### config.mk
export PLATFORM = sky130hd
export DESIGN_NAME = sar_seq_top
export DESIGN_NICKNAME = d
export VERILOG_FILES = /design/src/rtl/sar_seq_pkg.sv /design/src/rtl/sar_seq_edge.sv /design/src/rtl/sar_seq_timer.sv /design/src/rtl/sar_seq_sar_reg.sv /design/src/rtl/sar_seq_top.sv
export SDC_FILE = /design/constraint.sdc
export NUM_CORES = 1
export LEC_CHECK = 0
export BUFFER_PORTS_ARGS = -buffer_cell sky130_fd_sc_hd__buf_2
export CAP_MARGIN = 25
export CORE_ASPECT_RATIO = 0.9
export CORE_MARGIN = 1
export CORE_UTILIZATION = 52
export CTS_CLUSTER_DIAMETER = 50
export DETAILED_ROUTE_END_ITERATION = 16
export PLACE_DENSITY = 0.73
export SLEW_MARGIN = 0
export SYNTH_ARGS = -nofsm -noshare
export SYNTH_HDL_FRONTEND = slang
export SYNTH_HIERARCHICAL = 1
export SYNTH_SLANG_ARGS = --single-unit
### constraint.sdc
create_clock -name clk_i -period 5.6 [get_ports clk_i]
set_input_delay 0.28 -clock clk_i [delete_from_list [all_inputs] [get_ports clk_i]]
set_output_delay 0.28 -clock clk_i [all_outputs]
set_load 0.05 [all_outputs]
### src/rtl/sar_seq_pkg.sv
package sar_seq_pkg;
  typedef enum logic [2:0] {
    ST_PUP,
    ST_CAL,
    ST_IDLE,
    ST_PDN,
    ST_ACQ,
    ST_CONV
  } seq_state_e;
endpackage

### src/rtl/sar_seq_edge.sv
module sar_seq_edge #(
  parameter int            W       = 1,
  parameter logic [W-1:0]  RST_VAL = '0
) (
  input  logic         clk_i,
  input  logic         rst_ni,
  input  logic [W-1:0] in_i,
  output logic [W-1:0] rise_o
);
  logic [W-1:0] prev_q;

  always_ff @(posedge clk_i or negedge rst_ni) begin
    if (!rst_ni) prev_q <= RST_VAL;
    else         prev_q <= in_i;
  end

  assign rise_o = in_i & ~prev_q;
endmodule

### src/rtl/sar_seq_timer.sv
module sar_seq_timer #(
  parameter int            W       = 16,
  parameter logic [W-1:0]  RST_VAL = '0
) (
  input  logic         clk_i,
  input  logic         rst_ni,
  input  logic         load_i,
  input  logic [W-1:0] val_i,
  output logic [W-1:0] cnt_o,
  output logic         zero_o
);
  logic [W-1:0] cnt_q;

  always_ff @(posedge clk_i or negedge rst_ni) begin
    if (!rst_ni)       cnt_q <= RST_VAL;
    else if (load_i)   cnt_q <= val_i;
    else if (!zero_o)  cnt_q <= cnt_q - 1'b1;
  end

  assign cnt_o  = cnt_q;
  assign zero_o = (cnt_q == '0);
endmodule

### src/rtl/sar_seq_sar_reg.sv
module sar_seq_sar_reg #(
  parameter int W     = 12,
  parameter int IDX_W = $clog2(W)
) (
  input  logic             clk_i,
  input  logic             rst_ni,
  input  logic             clr_i,
  input  logic             msb_i,
  input  logic             step_i,
  input  logic [IDX_W-1:0] idx_i,
  input  logic             cmp_i,
  output logic [W-1:0]     code_o
);
  logic [W-1:0] code_q, code_d;

  always_comb begin
    code_d = code_q;
    if (clr_i) begin
      code_d = '0;
    end else if (msb_i) begin
      code_d[W-1] = 1'b1;
    end else if (step_i) begin
      for (int i = 0; i < W; i++) begin
        if (IDX_W'(i) == idx_i) code_d[i] = cmp_i;
        // next lower bit becomes the new trial
        if ((i < W - 1) && (IDX_W'(i + 1) == idx_i)) code_d[i] = 1'b1;
      end
    end
  end

  always_ff @(posedge clk_i or negedge rst_ni) begin
    if (!rst_ni) code_q <= '0;
    else         code_q <= code_d;
  end

  assign code_o = code_q;
endmodule

### src/rtl/sar_seq_top.sv
module sar_seq_top
  import sar_seq_pkg::*;
#(
  parameter int RES_BITS   = 12,
  parameter int CH_W       = 2,
  parameter int ACQ_CLKS   = 5,
  parameter int CAL_CLKS   = 4608,
  parameter int PWRUP_CLKS = 37393
) (
  input  logic                clk_i,
  input  logic                rst_ni,
  input  logic                cs_ni,
  input  logic                wr_ni,
  input  logic [CH_W-1:0]     ch_i,
  input  logic                sh_mode_i,
  input  logic                sh_i,
  input  logic                cal_req_i,
  input  logic                pdn_i,
  input  logic                cmp_i,
  output logic                busy_no,
  output logic                done_o,
  output logic [RES_BITS-1:0] code_o,
  output logic [CH_W-1:0]     ch_o,
  output logic                cal_o,
  output logic                pdn_o
);
  localparam int MAX_CLKS = (PWRUP_CLKS > CAL_CLKS) ? PWRUP_CLKS : CAL_CLKS;
  localparam int CNT_W    = $clog2(MAX_CLKS);
  localparam int IDX_W    = $clog2(RES_BITS);
  localparam logic [CNT_W-1:0] PUP_LD = CNT_W'(PWRUP_CLKS - 1);
  localparam logic [CNT_W-1:0] CAL_LD = CNT_W'(CAL_CLKS - 1);
  localparam logic [CNT_W-1:0] ACQ_LD = CNT_W'(ACQ_CLKS - 1);
  localparam logic [CNT_W-1:0] RES_LD = CNT_W'(RES_BITS - 1);

  seq_state_e        state_q, state_d;
  logic [2:0]        rise;
  logic              wr_rise, sh_rise, cal_rise;
  logic              idle, start, ch_load, cal_go;
  logic              tmr_load, tmr_zero;
  logic [CNT_W-1:0]  tmr_val, tmr_cnt;
  logic              sar_clr, sar_msb, sar_step;
  logic              done_d, done_q;
  logic [CH_W-1:0]   ch_q;

  sar_seq_edge #(
    .W       (3),
    .RST_VAL (3'b001)
  ) u_edge (
    .clk_i  (clk_i),
    .rst_ni (rst_ni),
    .in_i   ({cal_req_i, sh_i, wr_ni}),
    .rise_o (rise)
  );

  assign wr_rise  = rise[0] & ~cs_ni;
  assign sh_rise  = rise[1];
  assign cal_rise = rise[2];

  assign idle    = (state_q == ST_IDLE) || (state_q == ST_PDN);
  assign start   = idle && (sh_mode_i ? sh_rise : wr_rise);
  assign ch_load = idle && wr_rise;
  assign cal_go  = cal_rise && (state_q != ST_PUP) && (state_q != ST_CAL);

  always_comb begin
    state_d  = state_q;
    tmr_load = 1'b0;
    tmr_val  = '0;
    sar_clr  = 1'b0;
    sar_msb  = 1'b0;
    sar_step = 1'b0;
    done_d   = 1'b0;
    if (cal_go) begin
      state_d  = ST_CAL;
      tmr_load = 1'b1;
      tmr_val  = CAL_LD;
    end else begin
      unique case (state_q)
        ST_PUP: if (tmr_zero) begin
          state_d  = ST_CAL;
          tmr_load = 1'b1;
          tmr_val  = CAL_LD;
        end
        ST_CAL: if (tmr_zero) begin
          state_d  = ST_ACQ;
          tmr_load = 1'b1;
          tmr_val  = ACQ_LD;
          sar_clr  = 1'b1;
        end
        ST_ACQ: if (tmr_zero) begin
          state_d  = ST_CONV;
          tmr_load = 1'b1;
          tmr_val  = RES_LD;
          sar_msb  = 1'b1;
        end
        ST_CONV: begin
          sar_step = 1'b1;
          if (tmr_zero) begin
            state_d = pdn_i ? ST_PDN : ST_IDLE;
            done_d  = 1'b1;
          end
        end
        ST_IDLE, ST_PDN: begin
          if (start) begin
            state_d  = ST_ACQ;
            tmr_load = 1'b1;
            tmr_val  = ACQ_LD;
            sar_clr  = 1'b1;
          end else if (pdn_i) begin
            state_d = ST_PDN;
          end else begin
            state_d = ST_IDLE;
          end
        end
        default: state_d = ST_IDLE;
      endcase
    end
  end

  always_ff @(posedge clk_i or negedge rst_ni) begin
    if (!rst_ni) begin
      state_q <= ST_PUP;
      done_q  <= 1'b0;
      ch_q    <= '0;
    end else begin
      state_q <= state_d;
      done_q  <= done_d;
      if (ch_load && !cal_go) ch_q <= ch_i;
    end
  end

  sar_seq_timer #(
    .W       (CNT_W),
    .RST_VAL (PUP_LD)
  ) u_timer (
    .clk_i  (clk_i),
    .rst_ni (rst_ni),
    .load_i (tmr_load),
    .val_i  (tmr_val),
    .cnt_o  (tmr_cnt),
    .zero_o (tmr_zero)
  );

  sar_seq_sar_reg #(
    .W     (RES_BITS),
    .IDX_W (IDX_W)
  ) u_sar (
    .clk_i  (clk_i),
    .rst_ni (rst_ni),
    .clr_i  (sar_clr),
    .msb_i  (sar_msb),
    .step_i (sar_step),
    .idx_i  (tmr_cnt[IDX_W-1:0]),
    .cmp_i  (cmp_i),
    .code_o (code_o)
  );

  assign busy_no = idle;
  assign done_o  = done_q;
  assign ch_o    = ch_q;
  assign cal_o   = (state_q == ST_CAL);
  assign pdn_o   = (state_q == ST_PDN);
endmodule

# Word level (Yosys, flattened, before mapping)
# Index checks and enable logic that the tools add are counted.
# word_totals
ff_bits	37
input_bits	11
output_inout_bits	18
elab_cells	141
# classes
n_addsub	1
n_eq_ne	23
n_mux	56
n_bitwise	4
n_reduce_logical	40
# ops
operator	n
13-bit one-hot mux with 4 select lines	1
3-bit nonzero test	14
1-bit 2-to-1 mux	36
3-bit AND reduction	11
16-bit 2-to-1 mux	2
13-bit 2-to-1 mux	2
12-bit 2-to-1 mux	2
3-bit 2-to-1 mux	8
3-bit by 4-bit == test with 1-bit output, first input constant	4
4-bit == test, first input constant	4
16-bit logical NOT	1
16-bit by 1-bit subtractor with 16-bit output, second input constant	1
3-bit one-hot mux with 5 select lines	1
11-bit 2-to-1 mux	1
3-bit != test, second input constant	3
2-bit by 4-bit == test with 1-bit output, first input constant	2
3-bit by 2-bit == test with 1-bit output, second input constant	2
3-bit == test, second input constant	2
3-bit by 1-bit != test with 1-bit output, second input constant	2
1-bit logical AND	5
1-bit by 4-bit == test with 1-bit output, first input constant	1
4-bit logical NOT	1
4-bit 2-to-1 mux	1
2-bit != test, second input constant	2
14 further kinds	15

# Logic depth before layout (Yosys ltp)
# Gate-level depths: netlist (run 1).
# logic_depth
ltp_word	10
ltp_mapped	12
ltp_nobuf	10

# By module
# Netlist (run 1), hierarchy kept.
# modules_own_cells
module	n_inst	cells_per_inst	area_each_um2	seq_area_each_um2
sar_seq_timer	1	103	1006.0	405.4
sar_seq_sar_reg	1	70	693.2	300.3
sar_seq_top	1	50	445.4	150.1
sar_seq_edge	1	6	117.6	76.3

# Worst setup path before layout (run 1)
# Ideal clock, no wire load.
# synth_path
kind	register to register
start	register u_timer.cnt_q[0], in the netlist u_timer/cnt_o[0]
end	register u_timer.cnt_q[9], in the netlist u_timer/cnt_o[9]
setup_time_ns	0.098
arrival_time_ns	2.820
required_ns	5.502
setup_slack_ns	2.682
path_stages_with_launch	12
n_path_buf	2
synth_period_minus_slack_ns	2.918
path_cell_list	dfrtp_1 -> inv_1 -> ha_1 -> or3b_4 -> nor4b_4 -> and2_2 -> nand3b_1 -> nand2_1 -> clkbuf_1 -> clkinv_1 -> dlymetal6s2s_1 -> a221oi_1
# synth_between
elab_chain_len	5
elab_cells_between_ends	8
cone_classes	add/sub: 1; eq/ne: 1; mux: 5; reduce/logical: 1
# synth_rtl
element	line	rtl
start, declared	sar_seq_timer.sv:12	logic [W-1:0] cnt_q;
start signal, assigned	sar_seq_timer.sv:16	else if (load_i) cnt_q <= val_i;
start signal, assigned	sar_seq_timer.sv:17	else if (!zero_o) cnt_q <= cnt_q - 1'b1;
16-bit logical NOT (*)	sar_seq_timer.sv:21	assign zero_o = (cnt_q == '0);
via tmr_zero	sar_seq_top.sv:39	logic tmr_load, tmr_zero;
1-bit 2-to-1 mux (*)	sar_seq_top.sv:78, sar_seq_top.sv:83, sar_seq_top.sv:89	
1-bit one-hot mux with 2 select lines (*)	sar_seq_top.sv:77	unique case (state_q)
1-bit 2-to-1 mux (*)	sar_seq_top.sv:72	if (cal_go) begin
via tmr_load	sar_seq_top.sv:39	
2-bit != test (no source line) / 16-bit 2-to-1 mux (equally long branches)	-	
# Mark *: on every way through the listed nets, which the timed path passes. The rest lies on a longest branch. The select of a mux whose other input is x is not followed.
# A chain may end at the register's enable or synchronous reset.

# Worst setup path in the final report (run 1)
# layout_path
start	register u_timer.cnt_q[1], in the netlist u_timer/cnt_o[1]
end	register u_timer.cnt_q[7], in the netlist u_timer/cnt_o[7]
# The elaborated chain is that of the path after synthesis.

==> flow_summary.ini, run 1 <==
[run_status]
outcome = completed

[grt]
antenna_found_initial = 0
grt_max_degree = 38
grt_pass1_wl_mm = 7.91
overflow = 0
grt_pass1_vias = 1683
grt_use_total = 0.220

[floorplanning]
die_h_um = 64.6
coreArea_sq_um = 4130
die_w_um = 71.5
io_pins = 29
fp.dieArea_sq_um = 4620
rows = 22
initial_core_util = 0.548

[clock_tree]
h-tree-depth = 2
ctsResizeCount = 0
clock-sinks = 37
cts_setup_buffers = 0
clk_path_buf_depth = 2
worstSkewPairLatency_ns = 0.29
root_buffer = clkbuf_8
cts_hold_buf = 0
tritoncts = done
path_clk_slew_ns = 0.08
cts_made_buffers = 5

[yosys]
synth-simple-area-share = 0.274
synth.avg_cell_area_sq_um = 9.88
yosys_warnings = 6
async_flop_share = 1.00
ys.flop_type = dfrtp_1
synth.area.mux_share = 0.0315
synth_top_family_by_area = simple AND/OR/NAND/NOR gates
synth_xor_area_frac = 0.0387
ys_seq_elements = 37
synth_seq_area_share = 0.412
synth-edff-count = 0
synthesis.area_sq_um = 2260
synthCells = 229
synth-adder-area-share = 0.00553
synth.distinct_cells = 68
synth_compound_area_frac = 0.192

[setup_path]
max_stage_delay_ns = 0.70
critPathKind = register to register
crit_required_ns = 5.77
end_kind = register
crit_family = simple AND/OR/NAND/NOR gates
cp_slowest_cell = nor4b_4
path_cells = inv_1, ha_1, or3b_4, nor4b_4, and2_2, nand3b_1, nand2_1, clkinv_1, a221oi_1
cp_max_fo = 21
crit_buf_inv = 2
cp.depth = 9
crit_arrival_ns = 4.17
start_kind = register
r2r.worst_path.cells = 9

[detailed_routing]
avgViaCountPerCell = 6.02
antenna_left = 0
wire_per_inst_um = 15.4
vias = 1848
routed_wl_mm = 4.74
firstDrtPassIters = 6
drtIter0Drc = 201
drc = 0

[sta]
finalCritPeriodShare = 0.714
max_freq_mhz = 250
final_max_slew_viol_count = 0
report.final.hold_viol_count = 0
setup_viol = 0
tightest_slew_ns = 0.914
rsz0062_at_grt = false
fin_crit_ns = 4.00
skew_ns = 0.0102
slew_headroom = 0.391
fin_hold_ws_ns = 0.0716
fin_tns_setup_ns = 0

[finish]
multiInputGateArea_sq_um = 1250
drive_gt1_frac = 0.232
utilization = 0.608
seq_area_sq_um = 932
antenna_cells = 0
nFillCells = 371
layout_commonest_cell = dfrtp_1
nets = 270
layout_common_cells = dfrtp_1 (32), buf_2 (28), nor2_1 (20), nand2_1 (12), nor3_1 (9)
stdcell_count = 307
area_delta_synth_final_pct = 11.0

[worst_hold_path]
hp-class = primary input to async pin

[placed_design]
hpwl_mm = 3.20
dp.cells = 299
gp_congestion = 0.834
port_buffers = 28

[power_and_ir_drop]
p_per_area_nw_per_um2 = 407
vdd_drop_max_mv = 0.171
leakagePower_uw = 0.00106

[job]
drv_cap = 0
power by group:
| group | switching [uW] | internal (uW) |
|---|---|---|
| Combinational | 212 | 137 |
| Sequential | 118 | 347 |
| Clock | 95.4 | 111 |
cell type report:
| type | count | share of cell area |
|---|---|---|
| clock inverter | 1 | 0.00199 |
| timing repair buffer | 28 | 0.0558 |
| multi-input combinational | 179 | 0.498 |
| sequential | 37 | 0.371 |
| inverter | 7 | 0.0105 |
| clock buffer | 7 | 0.0384 |
| tap | 48 | 0.0239 |
logic make-up (layout without fill, tap and decap cells):
group / count (synthesis) / after routing
adders and majority gates: 1 / 1
xor gates and xnor gates: 10 / 10
AOI/OAI and AO/OA: 59 / 59
DFF: 37 / 37
buffers and inverters: 18 / 43
and+or+nand+nor: 97 / 97
other: 1 / 6
muxes: 6 / 6
cells in the mapped netlist (5+ instances only):
library cell / number / area [sq um]
nor2b_1: 5 / 31.3
nand2b_1: 6 / 37.5
xnor2_1: 7 / 61.3
nor3b_1: 5 / 37.5
nor2_1: 20 / 75.1
a221oi_1: 7 / 61.3
dfstp_2: 5 / 131
a31oi_1: 7 / 43.8
nand2_1: 12 / 45.0
dfrtp_1: 32 / 801
inv_1: 6 / 22.5
o21ai_0: 5 / 25.0
nor3_1: 9 / 45.0
a21oi_1: 8 / 40.0
metal layers:
metal	wire length, um	vias up	share of wire	global-route usage
met4	53	0	0.011	0.0662
met2	2180	52	0.46	0.342
li1	-	904	-	-
met5	0	-	0	0
met1	2340	885	0.49	0.313
met3	166	7	0.035	0.0420
worst paths after layout:
| check | from | to | slack [ns] |
|---|---|---|---|
| min reg2reg | u_sar/code_o[3]$_DFFE_PN0P_ | u_sar/code_o[3]$_DFFE_PN0P_ | 0.49 |
| max reg2reg | u_timer/cnt_o[1]$_DFFE_PN0P_ | u_timer/cnt_o[7]$_DFFE_PN0P_ | 1.60 |
| min in group clk_i | wr_ni | u_edge/prev_q[0]$_DFF_PN1_ | 0.10 |
| max in group asynchronous | rst_ni | u_timer/cnt_o[10]$_DFFE_PN0P_ | 5.02 |
| max | u_timer/cnt_o[1]$_DFFE_PN0P_ | u_timer/cnt_o[7]$_DFFE_PN0P_ | 1.60 |
| min | rst_ni | u_sar/code_o[4]$_DFFE_PN0P_ | 0.07 |
through the flow:
| stage | instance area (sq um) | setup WS [ns] | power (uW) |
|---|---|---|---|
| floorplan | 2280 | 2.68 | 736 |
| detailed placement | 2410 | 1.66 | 813 |
| global route | 2510 | 1.25 | 1080 |
| global placement | 2410 | 1.71 | 809 |
| finish | 2510 | 1.60 | 1020 |
| CTS | 2510 | 1.62 | 1020 |
registers in the layout, summed over array words and instances (netlist names):
signal / cells
ch_o: 2
done_o: 1
state_q: 3
u_edge/prev_q: 3
u_sar/code_o: 12
u_timer/cnt_o: 16
Power figures use the tool's default switching activity.
==> run 2: changes to the inputs <==
--- a/config.mk
+++ b/config.mk
@@ -5,6 +5,7 @@
 export SDC_FILE = /design/constraint.sdc
 export NUM_CORES = 1
 export LEC_CHECK = 0
+export ABC_AREA = 1
 export BUFFER_PORTS_ARGS = -buffer_cell sky130_fd_sc_hd__buf_2
 export CAP_MARGIN = 25
 export CORE_ASPECT_RATIO = 0.9
@@ -12,7 +13,7 @@
 export CORE_UTILIZATION = 52
 export CTS_CLUSTER_DIAMETER = 50
 export DETAILED_ROUTE_END_ITERATION = 16
-export PLACE_DENSITY = 0.73
+export PLACE_DENSITY = 0.75
 export SLEW_MARGIN = 0
 export SYNTH_ARGS = -nofsm -noshare
 export SYNTH_HDL_FRONTEND = slang
==> constraint.sdc (replaced) <==
create_clock -name clk_i -period 3.5 [get_ports clk_i]
set_input_delay 0.175 -clock clk_i [delete_from_list [all_inputs] [get_ports clk_i]]
set_output_delay 0.175 -clock clk_i [all_outputs]
set_load 0.05 [all_outputs]
==> run 2 against run 1 <==
The flow now finishes with violations (hold timing). Clock power up 55%. Worst hold slack worse by 0.10 ns. Synthesized cell count increased by 58%. Worst setup slack got worse by 0.85 ns. Wire length is 18% higher. Power rose by 140%.
==> flow_summary.ini, run 2 <==
[run_status]
outcome = finished, violations left
violations = hold timing

[setup_path]
crit_arrival_ns = 2.93
critPathKind = register to register
crit_required_ns = 3.69
reg2reg_to = u_sar/code_o[6]$_DFFE_PN0P_
crit_end = u_sar/code_o[6]$_DFFE_PN0P_
cp_max_fo = 13
end_kind = register
crit_path_start = u_timer/cnt_o[0]$_DFFE_PN0P_
start_kind = register
rrSetupSlack_ns = 0.76
r2r-start = u_timer/cnt_o[0]$_DFFE_PN0P_
r2r.worst_path.cells = 13

[floorplanning]
fp.dieArea_sq_um = 5210
die_h_um = 68.6
io_pins = 29
rows = 23
initial_core_util = 0.560
die_w_um = 76.0
coreArea_sq_um = 4580

[yosys]
synth_common_cells = nand2_1 (111), inv_1 (44), dfrtp_1 (32), nor2_1 (32), nand3_1 (30)
async_flop_share = 1.00
synth.area.mux_share = 0
synth.distinct_cells = 37
synth_xor_area_frac = 0.0205
synthCells = 362
ys_seq_elements = 37
synth.avg_cell_area_sq_um = 7.08
yosysTopAreaCell = dfrtp_1
synthesis.area_sq_um = 2560
synth.most_common_cell = nand2_1
synth_compound_area_frac = 0.0870
yosys_warnings = 6
synth_area_leaders = dfrtp_1 (31%), nand2_1 (16%), inv_1 (6.4%)
ys.flop_type = dfrtp_1
synth-edff-count = 0
synth_seq_area_share = 0.364
synth_top_family_by_area = simple AND/OR/NAND/NOR gates
synth-simple-area-share = 0.432
synth-adder-area-share = 0.00489
yosysTopAreaCellShare = 0.313

[sta]
rsz0062_at_grt = false
max_freq_mhz = 364
slew_headroom = 0.445
fin_crit_ns = 2.74
finalCritPeriodShare = 0.784
final_max_slew_viol_count = 0
tightest_slew_ns = 0.832
setup_viol = 0
fin_tns_setup_ns = 0
skew_ns = 0.00699
report.final.hold_viol_count = 32
fin_hold_ws_ns = -0.0290

[grt]
grt_pass1_wl_mm = 9.52
grt_max_degree = 38
antenna_found_initial = 0
grt_pass1_vias = 2062
overflow = 0
grt_use_total = 0.238

[power_and_ir_drop]
p_per_area_nw_per_um2 = 857
total_power_uw = 2500
leakagePower_uw = 0.00153
vdd_drop_max_mv = 0.389

[finish]
layout_common_cells = nand2_1 (111), inv_1 (44), nor2_1 (32), dfrtp_1 (32), nand3_1 (30)
largest_register_ff_count = 16
drive_gt1_frac = 0.233
nets = 414
area_delta_synth_final_pct = 13.8
layout_commonest_cell = nand2_1
antenna_cells = 0

[placed_design]
gp_congestion = 0.915
port_buffers = 28
hpwl_mm = 4.03

[detailed_routing]
routed-wl-met3_um = 278
m1WireLength_mm = 2.73
maxUsedRoutingLayer = met4
wire_per_inst_um = 12.0
firstDrtPassIters = 4
drc = 0
routed_wl_mm = 5.57
avgViaCountPerCell = 5.01
drtIter0Drc = 182
vias = 2330
wl_met2_mm = 2.48
antenna_left = 0

[clock_tree]
root_buffer = clkbuf_8
cts_setup_buffers = 0
tritoncts = done
clock-sinks = 37
h-tree-depth = 2
worstSkewPairLatency_ns = 0.30
clk_path_buf_depth = 2
cts_made_buffers = 5
path_clk_slew_ns = 0.08
cts_hold_buf = 3
ctsResizeCount = 0

[worst_hold_path]
hp-class = primary input to async pin

[job]
drv_cap = 0
==> run 2: cells by family after synthesis <==
kind of cell / count (synthesis)
buffers and inverters: 59
AND/OR/NAND/NOR: 219
flip-flops: 37
other: 1
XOR/XNOR: 6
AO/OA/AOI/OAI: 39
adder cells (fa/ha/maj): 1
==> run 2: how the worst min path moves through the flow <==
| stage | start | end | depth (start not counted) |
|---|---|---|---|
| 2_1_floorplan | rst_ni | ch_o[0]$_DFFE_PN0P_ | 0 |
| 3_3_place_gp | wr_ni | u_edge/prev_q[0]$_DFF_PN1_ | 1 |
| 3_5_place_dp | wr_ni | u_edge/prev_q[0]$_DFF_PN1_ | 1 |
| 4_1_cts | rst_ni | ch_o[1]$_DFFE_PN0P_ | 1 |
| 5_1_grt | rst_ni | ch_o[1]$_DFFE_PN0P_ | 1 |
| 6_report | rst_ni | ch_o[1]$_DFFE_PN0P_ | 1 |
==> run 2: layout make-up <==
class                   instances  area, sq um
clock buffers                   6         82.6
clock inverters                 2         13.8
fillers                       454         1660
inverters                      54          205
multi-input cells             271         1420
flip-flops and latches         37          932
well taps                      62         77.6
repair buffers                 33          185
==> run 2: critical path, cell delays in order (launching register included) <==
cell	delay [ns]
dfrtp_1	0.50
inv_1	0.16
ha_1	0.28
nand3_4	0.12
nor2_4	0.14
nand3_4	0.15
inv_2	0.13
inv_1	0.10
nor4_1	0.51
nor2_2	0.24
nand3_1	0.16
nand2_1	0.06
inv_1	0.05
nor2_1	0.04
==> run 2: report_power, final <==
part / switching (uW) / internal, uW
clock: 160 / 160
combinational: 956 / 397
sequential: 208 / 616
total: 1320 / 1170
==> run 2: per-stage QoR <==
stage               hold WS (ns)  cell area, sq um   util  setup WS, ns  cells
detailed placement         0.295              2790  0.609         0.826    454
global placement           0.293              2790  0.609         0.916    454
floorplan                 -0.121              2580      -          1.08    367
global route              0.0568              2910  0.637         0.447    465
finish                   -0.0290              2910  0.637         0.756    465
CTS                      0.00409              2910  0.637         0.787    465
==> run 2: metal layers <==
layer,GRT usage,up-vias
met2,0.398,55
met4,0.101,0
met1,0.311,1059
li1,-,1209
met3,0.0434,7
met5,0,-
